--- config.mk ---
export PLATFORM = sky130hd
export DESIGN_NAME = can_bit_timer
export DESIGN_NICKNAME = d
export VERILOG_FILES = /design/src/rtl/can_bit_timer.sv
export SDC_FILE = /design/constraint.sdc
export NUM_CORES = 1
export LEC_CHECK = 0
export ABC_AREA = 0
export BUFFER_PORTS_ARGS = -buffer_cell sky130_fd_sc_hd__buf_2
export CAP_MARGIN = 20
export CORE_MARGIN = 1.5
export CORE_UTILIZATION = 60
export CTS_BUF_LIST = sky130_fd_sc_hd__clkbuf_4 sky130_fd_sc_hd__clkbuf_8
export CTS_CLUSTER_DIAMETER = 100
export DETAILED_ROUTE_END_ITERATION = 6
export GPL_TIMING_DRIVEN = 0
export PLACE_DENSITY_LB_ADDON = 0.25
export REMOVE_ABC_BUFFERS = 1
export SETUP_SLACK_MARGIN = 0.02
export SLEW_MARGIN = 30
export SYNTH_ARGS = -nofsm -noshare
export SYNTH_HDL_FRONTEND = slang
export SYNTH_SLANG_ARGS = --single-unit
--- constraint.sdc ---
create_clock -name clk -period 14.5 [get_ports clk]
set_input_delay 1.45 -clock clk [delete_from_list [all_inputs] [get_ports clk]]
set_output_delay 1.45 -clock clk [all_outputs]
set_load 0.01 [all_outputs]
--- src/rtl/can_bit_timer.sv ---
module can_bit_timer #(
  parameter int SEGW = 4,
  parameter int BRPW = 6,
  parameter int SJWW = 2
) (
  input  logic                 clk,
  input  logic                 rst_n,
  input  logic                 cfg_we,
  input  logic                 cfg_unlock,
  input  logic [SJWW+BRPW-1:0] cfg_wdata,
  input  logic [SEGW-1:0]      tseg1_len,
  input  logic [SEGW-1:0]      tseg2_len,
  input  logic                 rx_bit,
  input  logic                 rx_edge_en,
  output logic                 tq_tick,
  output logic                 sample_stb,
  output logic                 bit_stb
);
  localparam int CFGW = SJWW + BRPW;
  localparam int PCW  = BRPW + 1;
  localparam int QW   = SEGW + 2;
  localparam int ADJW = SJWW + 1;

  logic [CFGW-1:0] cfg_q;
  logic [PCW-1:0]  pcnt;
  logic [QW-1:0]   qidx;
  logic [ADJW-1:0] ext, shr;
  logic            done, rx_prev;

  wire [PCW-1:0]  plast  = {cfg_q[BRPW-1:0], 1'b1};
  wire [ADJW-1:0] jump   = {1'b0, cfg_q[CFGW-1 -: SJWW]} + 1'b1;
  wire [QW-1:0]   t1_end = QW'(tseg1_len) + QW'(ext);
  wire [QW-1:0]   b_end  = t1_end + QW'(tseg2_len) - QW'(shr);

  assign tq_tick    = pcnt >= plast;
  assign sample_stb = tq_tick && (qidx == t1_end);
  assign bit_stb    = tq_tick && (qidx == b_end);

  wire [QW-1:0] qnext  = bit_stb ? '0 : qidx + QW'(tq_tick);
  wire          in_ts1 = (qnext != '0) && (qnext <= t1_end);
  wire [QW-1:0] err    = in_ts1 ? qnext : QW'(tseg1_len) + QW'(tseg2_len) - qnext;
  wire [ADJW-1:0] adj  = (err < QW'(jump)) ? err[ADJW-1:0] : jump;
  wire          edge_hit = rx_edge_en & rx_prev & ~rx_bit;
  wire          resync   = edge_hit & ~done & ~bit_stb & (qnext != '0);

  always_ff @(posedge clk)
    if (cfg_we && cfg_unlock) cfg_q <= cfg_wdata;

  always_ff @(posedge clk or negedge rst_n) begin
    if (!rst_n) begin
      pcnt    <= '0;
      qidx    <= '0;
      ext     <= '0;
      shr     <= '0;
      done    <= 1'b0;
      rx_prev <= 1'b1;
    end else begin
      pcnt    <= tq_tick ? '0 : pcnt + 1'b1;
      qidx    <= qnext;
      rx_prev <= rx_bit;
      if (bit_stb) begin
        ext  <= '0;
        shr  <= '0;
        done <= 1'b0;
      end else if (resync) begin
        done <= 1'b1;
        if (in_ts1) ext <= adj;
        else        shr <= adj;
      end
    end
  end
endmodule


Word-level counts from Yosys, hierarchy flattened
Index checks and enable logic that the tools add are counted.
{ "op_classes": {"muxes": 12, "n_reduce_logical": 9, "n_lt_le_gt_ge": 3, "n_eq_ne": 3, "n_addsub": 8, "bitwise": 8} }
{ "ops": {"columns": ["operator", "count"], "rows": [
  ["2-to-1 mux 3 bit", 7],
  ["2-to-1 mux 6 bit", 2],
  ["adder 7 x 1 -> 7 bit (second input constant)", 1],
  ["greater-or-equal comparator 7 bit", 1],
  ["2-to-1 mux 7 bit", 1],
  ["adder 5 x 4 -> 6 bit", 1],
  ["adder 6 x 1 -> 6 bit", 1],
  ["== test 6 x 5 -> 1 bit", 1],
  ["== test 6 bit", 1],
  ["<= comparator 6 x 5 -> 1 bit", 1],
  ["less-than comparator 6 x 3 -> 1 bit", 1],
  ["nonzero test 6 bit", 1],
  ["subtractor 5 x 6 -> 6 bit", 1],
  ["subtractor 6 x 3 -> 6 bit", 1],
  ["adder 4 x 3 -> 5 bit", 1],
  ["adder 4 x 4 -> 5 bit", 1],
  ["AND 1 bit", 5],
  ["logical AND 1 bit", 4],
  ["AND reduction 2 bit", 2],
  ["nonzero test 2 bit", 2],
  ["adder 2 x 1 -> 3 bit (second input constant)", 1],
  ["inverter 1 bit", 3],
  ["2-to-1 mux 1 bit", 2],
  ["inequality test 2 bit (second input constant)", 1]
]} }
{ "totals": {"ff_bits": 29, "wordCells": 50, "in_bits": 22, "output_inout_bits": 3} }

Logic depth before layout (Yosys ltp)
{ "logic_depth": {"ltp_word": 14, "depth_mapped": 28, "depth_no_buf": 26} }

Worst setup path before layout
No wires, ideal clock.
{ "synth_path": {"path_type": "input -> register", "startpoint": "input port tseg1_len[0]", "endpoint": "register shr[1]", "cell_stages": 23, "arrival_time_ns": 7.523, "required_time_ns": 14.396, "n_path_buf": 2, "setup_slack_ns": 6.873, "cell_sequence": "ha_1 -> fa_1 -> xnor2_1 -> inv_1 -> fa_1 -> ha_1 -> a21o_1 -> or3_4 -> a2111oi_4 -> nand4_2 -> buf_6 -> clkbuf_1 -> and2_1 -> fa_1 -> fa_1 -> xnor2_1 -> mux2_2 -> ha_1 -> nor4_2 -> o2bb2ai_1 -> a32oi_2 -> or4b_1 -> o311ai_1"} }
{ "synth_via": {"elab_chain_len": 14} }
{ "synth_rtl": {"columns": ["element", "line_no", "source"], "rows": [
  ["start, declared", "11", "input logic [SEGW-1:0] tseg1_len,"],
  ["adder 4 x 3 -> 5 bit *", "32", "wire [QW-1:0] t1_end = QW'(tseg1_len) + QW'(ext);"],
  ["adder 5 x 4 -> 6 bit *", "33", "wire [QW-1:0] b_end = t1_end + QW'(tseg2_len) - QW'(shr);"],
  ["subtractor 6 x 3 -> 6 bit *", "33", null],
  ["== test 6 bit *", "37", "assign bit_stb = tq_tick && (qidx == b_end);"],
  ["logical AND 1 bit *", "37", null],
  ["2-to-1 mux 6 bit *", "39", "wire [QW-1:0] qnext = bit_stb ? '0 : qidx + QW'(tq_tick);"],
  ["named net qnext[1]", "39", null],
  ["<= comparator 6 x 5 -> 1 bit or nonzero test 6 bit (tied branches)", "40, 44", null],
  ["logical AND 1 bit", "40", "wire in_ts1 = (qnext != '0) && (qnext <= t1_end);"],
  ["2-to-1 mux 6 bit", "41", "wire [QW-1:0] err = in_ts1 ? qnext : QW'(tseg1_len) + QW'(tseg2_len) - qnext;"],
  ["less-than comparator 6 x 3 -> 1 bit", "42", "wire [ADJW-1:0] adj = (err < QW'(jump)) ? err[ADJW-1:0] : jump;"],
  ["2-to-1 mux 3 bit", "42", null],
  ["2-to-1 mux 3 bit", "67", "if (in_ts1) ext <= adj;"],
  ["2-to-1 mux 3 bit", "65", "end else if (resync) begin"],
  ["2-to-1 mux 3 bit", "61", "if (bit_stb) begin"],
  ["end signal, assigned", "68", "else shr <= adj;"],
  ["end, declared", "27", "logic [ADJW-1:0] ext, shr;"]
]} }
Mark *: on every way through the listed nets, which the timed path passes. The rest lies on a longest branch. The select of a mux whose other input is x is not followed.
A chain may end at the register's enable or synchronous reset.

Worst setup path after layout
Ends and elaborated chain as after synthesis.

==> parameters.txt <==
Parameter                              Value

Outcome
  Result of the run ... complete, no violations

Clock network
  Clock H-tree levels ... 2
  Clk root buf ... clkbuf_8
  Total of cells resized after clock tree synthesis ... 0
  Insertion delay of the later-clocked pin in the worst-skew pair ... 0.29 ns
  Hold-fix buffers, CTS ... 0
  Clock transition time at the flip-flop clock pins of the worst setup and hold paths ... 0.07 ns
  TritonCTS clock tree ... yes
  CTS Sinks ... 29
  Number of buffers created by CTS ... 5
  Post-CTS setup buffer count ... 0
  Maximum count of clock buffers along a single path ... 2

Placement
  Number of port buffers ... 24
  Final HPWL from detailed placement ... 4.33 mm
  Gpl congestion ... 0.817

Finish
  Final nets ... 358
  Post-layout utilization of the core ... 69.1%
  Area taken by multi-input logic gates ... 1630 um^2
  Layout cell share with drive strength beyond 1 ... 15.2%
  Sequential standard cell area ... 767 um^2
  Count of filler cells inserted in the layout ... 331
  Area growth, synth to finish ... 8.73%
  N_diodes ... 0

STA
  Setup TNS ... 0 ns
  Max Freq ... 120 MHz
  Part of the cycle the worst path needs ... 57.4%
  Number of hold-slack violations in the final timing report ... 0
  Pins over their slew limit ... 0
  Max-Slew Margin vs Limit ... 60.2%
  RSZ-0062 raised after global routing ... no
  Total of endpoints with negative setup slack in the final report ... 0
  Time the worst path needs with I/O delays and setup ... 8.32 ns
  Transition time at the pin with the least slew margin ... 0.596 ns
  Worst Skew ... 0.00616 ns

Route
  Drt wl/cell ... 15.1 um
  Number of iterations in the first detailed-routing pass ... 4
  First-iteration detailed-routing DRC count ... 89
  Routed Antenna Nets ... 0
  Via/cell ratio ... 5.65
  Total via count in the routed design ... 1956
  Final routed wirelength across all metal layers ... 5.23 mm
  Count of unresolved DRC violations after routing ... 0

Yosys
  Post-synthesis cell count ... 271
  Yosys synthesis warning count ... 0
  Area of the mapped netlist ... 2580 um^2
  Syn_area_per_cell ... 9.52 um^2
  Post-synth ARST share ... 72.4%
  Sequential area share after synthesis ... 29.7%
  Most used flip-flop cell after synthesis ... dfrtp_1
  Count of flip-flops with a built-in enable after synthesis ... 8
  Distinct cell type count of the synthesized netlist ... 54
  Number of storage elements in the synthesis netlist ... 29

Pwr
  Total leakage power ... 1.39 nW
  Ratio of total power to cell area ... 205 nW/um^2
  Worst VDD drop ... 133 uV

Worst setup path
  Reg2reg setup slack ... 7.06 ns
  Required time at the endpoint of the critical path ... 14.69 ns
  Worst endpoint data arrival time ... 8.51 ns
  Cell occurring most often along the worst timing path ... ha_1
  Startpoint types ... input pin
  Stage delay of the slowest cell on the critical path ... 0.56 ns
  Max FO, Critical Path ... 20
  Slowest library cell on the worst path ... or4b_1
  Kind of capture point of the worst setup path ... flop
  CP Class ... in -> reg

Flow run
  Maximum Capacitance Violations ... 0

Floorplan
  Ports ... 25
  Placement row count ... 23
  Effective utilization at floorplan ... 63.6%
  Core Footprint ... 4060 um^2
  Overall die width ... 68.6 um
  Y dimension of the die ... 68.6 um
  Area of the die ... 4700 um^2

Global route
  Grt ovf ... 0
  Global-route wire length before repair ... 8.63 mm
  Global-route layer with the greatest usage ... met2
  Met1 Use GR ... 33.2%
  Met3 Track Usage GR ... 4.87%
  Largest net degree at the start of global routing ... 22
  Number of antenna violations at the first check in global routing ... 0
  GRT Util Overall ... 25.3%
  GR met2 Demand/Resource ... 41.8%
  Number of global-route vias before repair ... 1940

Hold path
  Type of the worst min-delay path ... reg -> reg
## per-stage QoR
step	setup slack, ns	power [mW]	hold WS, ns	cells	area, um^2
floorplan	6.83	0.429	0.446	264	2530
global placement	6.01	0.494	0.484	338	2720
detailed placement	5.94	0.509	0.496	338	2720
CTS	6.20	0.578	0.504	346	2800
global route	5.69	0.635	0.525	346	2800
finish	6.18	0.573	0.502	346	2800
## flip-flops by register name (all words and copies together) (netlist names)
| register | flops |
|---|---|
| cfg_q | 8 |
| pcnt | 7 |
| qidx | 6 |
| ext | 3 |
| shr | 3 |
| done | 1 |
| rx_prev | 1 |
## per-layer routing
| layer | wire (um) | up-vias |
|---|---|---|
| met5 | 0 | - |
| met4 | 69 | 0 |
| met3 | 169 | 10 |
| met2 | 2560 | 35 |
| met1 | 2420 | 922 |
| li1 | - | 989 |
## cell type report
type | instances | area share (%)
multi-input cells | 197 | 58.0
inverters | 38 | 5.09
repair buffers | 24 | 4.28
clock inverters | 3 | 0.625
flip-flops and latches | 29 | 27.4
clock buffers | 5 | 2.45
well taps | 50 | 2.23
## critical path, delay by kind of cell
family	cells	cell delay, ns
AOI/OAI and AO/OA	7	1.38
adders and majority gates	6	1.95
muxes	1	0.32
xor gates and xnor gates	1	0.38
buffers and inverters	2	0.22
and+or+nand+nor	8	2.79
## final timing paths
path	from	end	depth (start not counted)
max	tseg1_len[0]	shr[1]	25
min	pcnt[0]	pcnt[0]	1
max reg2reg	ext[0]	shr[1]	24
min reg2reg	pcnt[0]	pcnt[0]	1
max in group asynchronous	rst_n	rx_prev	1
min in group asynchronous	rst_n	pcnt[2]	1
## power breakdown
group          leakage [nW]  switching, mW  total [mW]  internal (mW)
clock network        0.0439         0.0326      0.0656         0.0330
registers             0.331         0.0271       0.133          0.106
logic                  1.02          0.204       0.375          0.171
## cell usage in the layout (no fill, tap or decap), drive strengths merged, types with 2 or more instances in the layout
cell    netlist  routed
nor4          2       2
dfrtp        20      20
a21o          7       7
mux2          2       2
nand2b        2       2
nor2b         2       2
inv          38      38
o311ai        2       2
and2          4       4
nor4b         2       2
clkinv        0       2
nor3          5       5
xnor2        13      13
or4b          2       2
o31ai         2       2
nand3        14      14
nor3b         3       3
nand4         3       3
nand2        14      14
ha           33      33
nor2         19      19
clkbuf        3       5
o21a          2       2
or3           3       3
fa            8       8
xor2         11      11
edfxtp        8       8
buf           4      24
o21bai        2       2
a31oi         2       2
and3          6       6
a21oi        10      10
o21ai        10      10
## synth_stat cells, drive strengths merged, types with 3 or more instances
cell type	count	area share (%)
inv	38	5.5
nor3	5	0.97
nand2	14	2.0
and3	6	1.5
nand3	14	2.9
nand4	3	0.97
o21ai	10	2.4
and2	4	0.97
a21o	7	2.0
fa	8	6.2
clkbuf	3	0.44
dfrtp	20	19
ha	33	16
edfxtp	8	9.3
xnor2	13	4.4
or3	3	0.92
a21oi	10	1.9
buf	4	1.3
nor2	19	2.8
nor3b	3	0.87
xor2	11	3.7
## logic make-up (layout without fill, tap and decap cells)
| logic type | count (synthesis) | count (layout) | share of synthesized area, % |
|---|---|---|---|
| AND/OR/NAND/NOR | 82 | 82 | 17.4 |
| AO/OA/AOI/OAI | 47 | 47 | 13.5 |
| flip-flops | 29 | 29 | 29.7 |
| adder cells (fa/ha/maj) | 41 | 41 | 22.2 |
| XOR/XNOR | 25 | 25 | 9.02 |
| buffers and inverters | 45 | 70 | 7.23 |
| multiplexers | 2 | 2 | 0.873 |
Note: power is estimated with default switching activity, not from simulation.
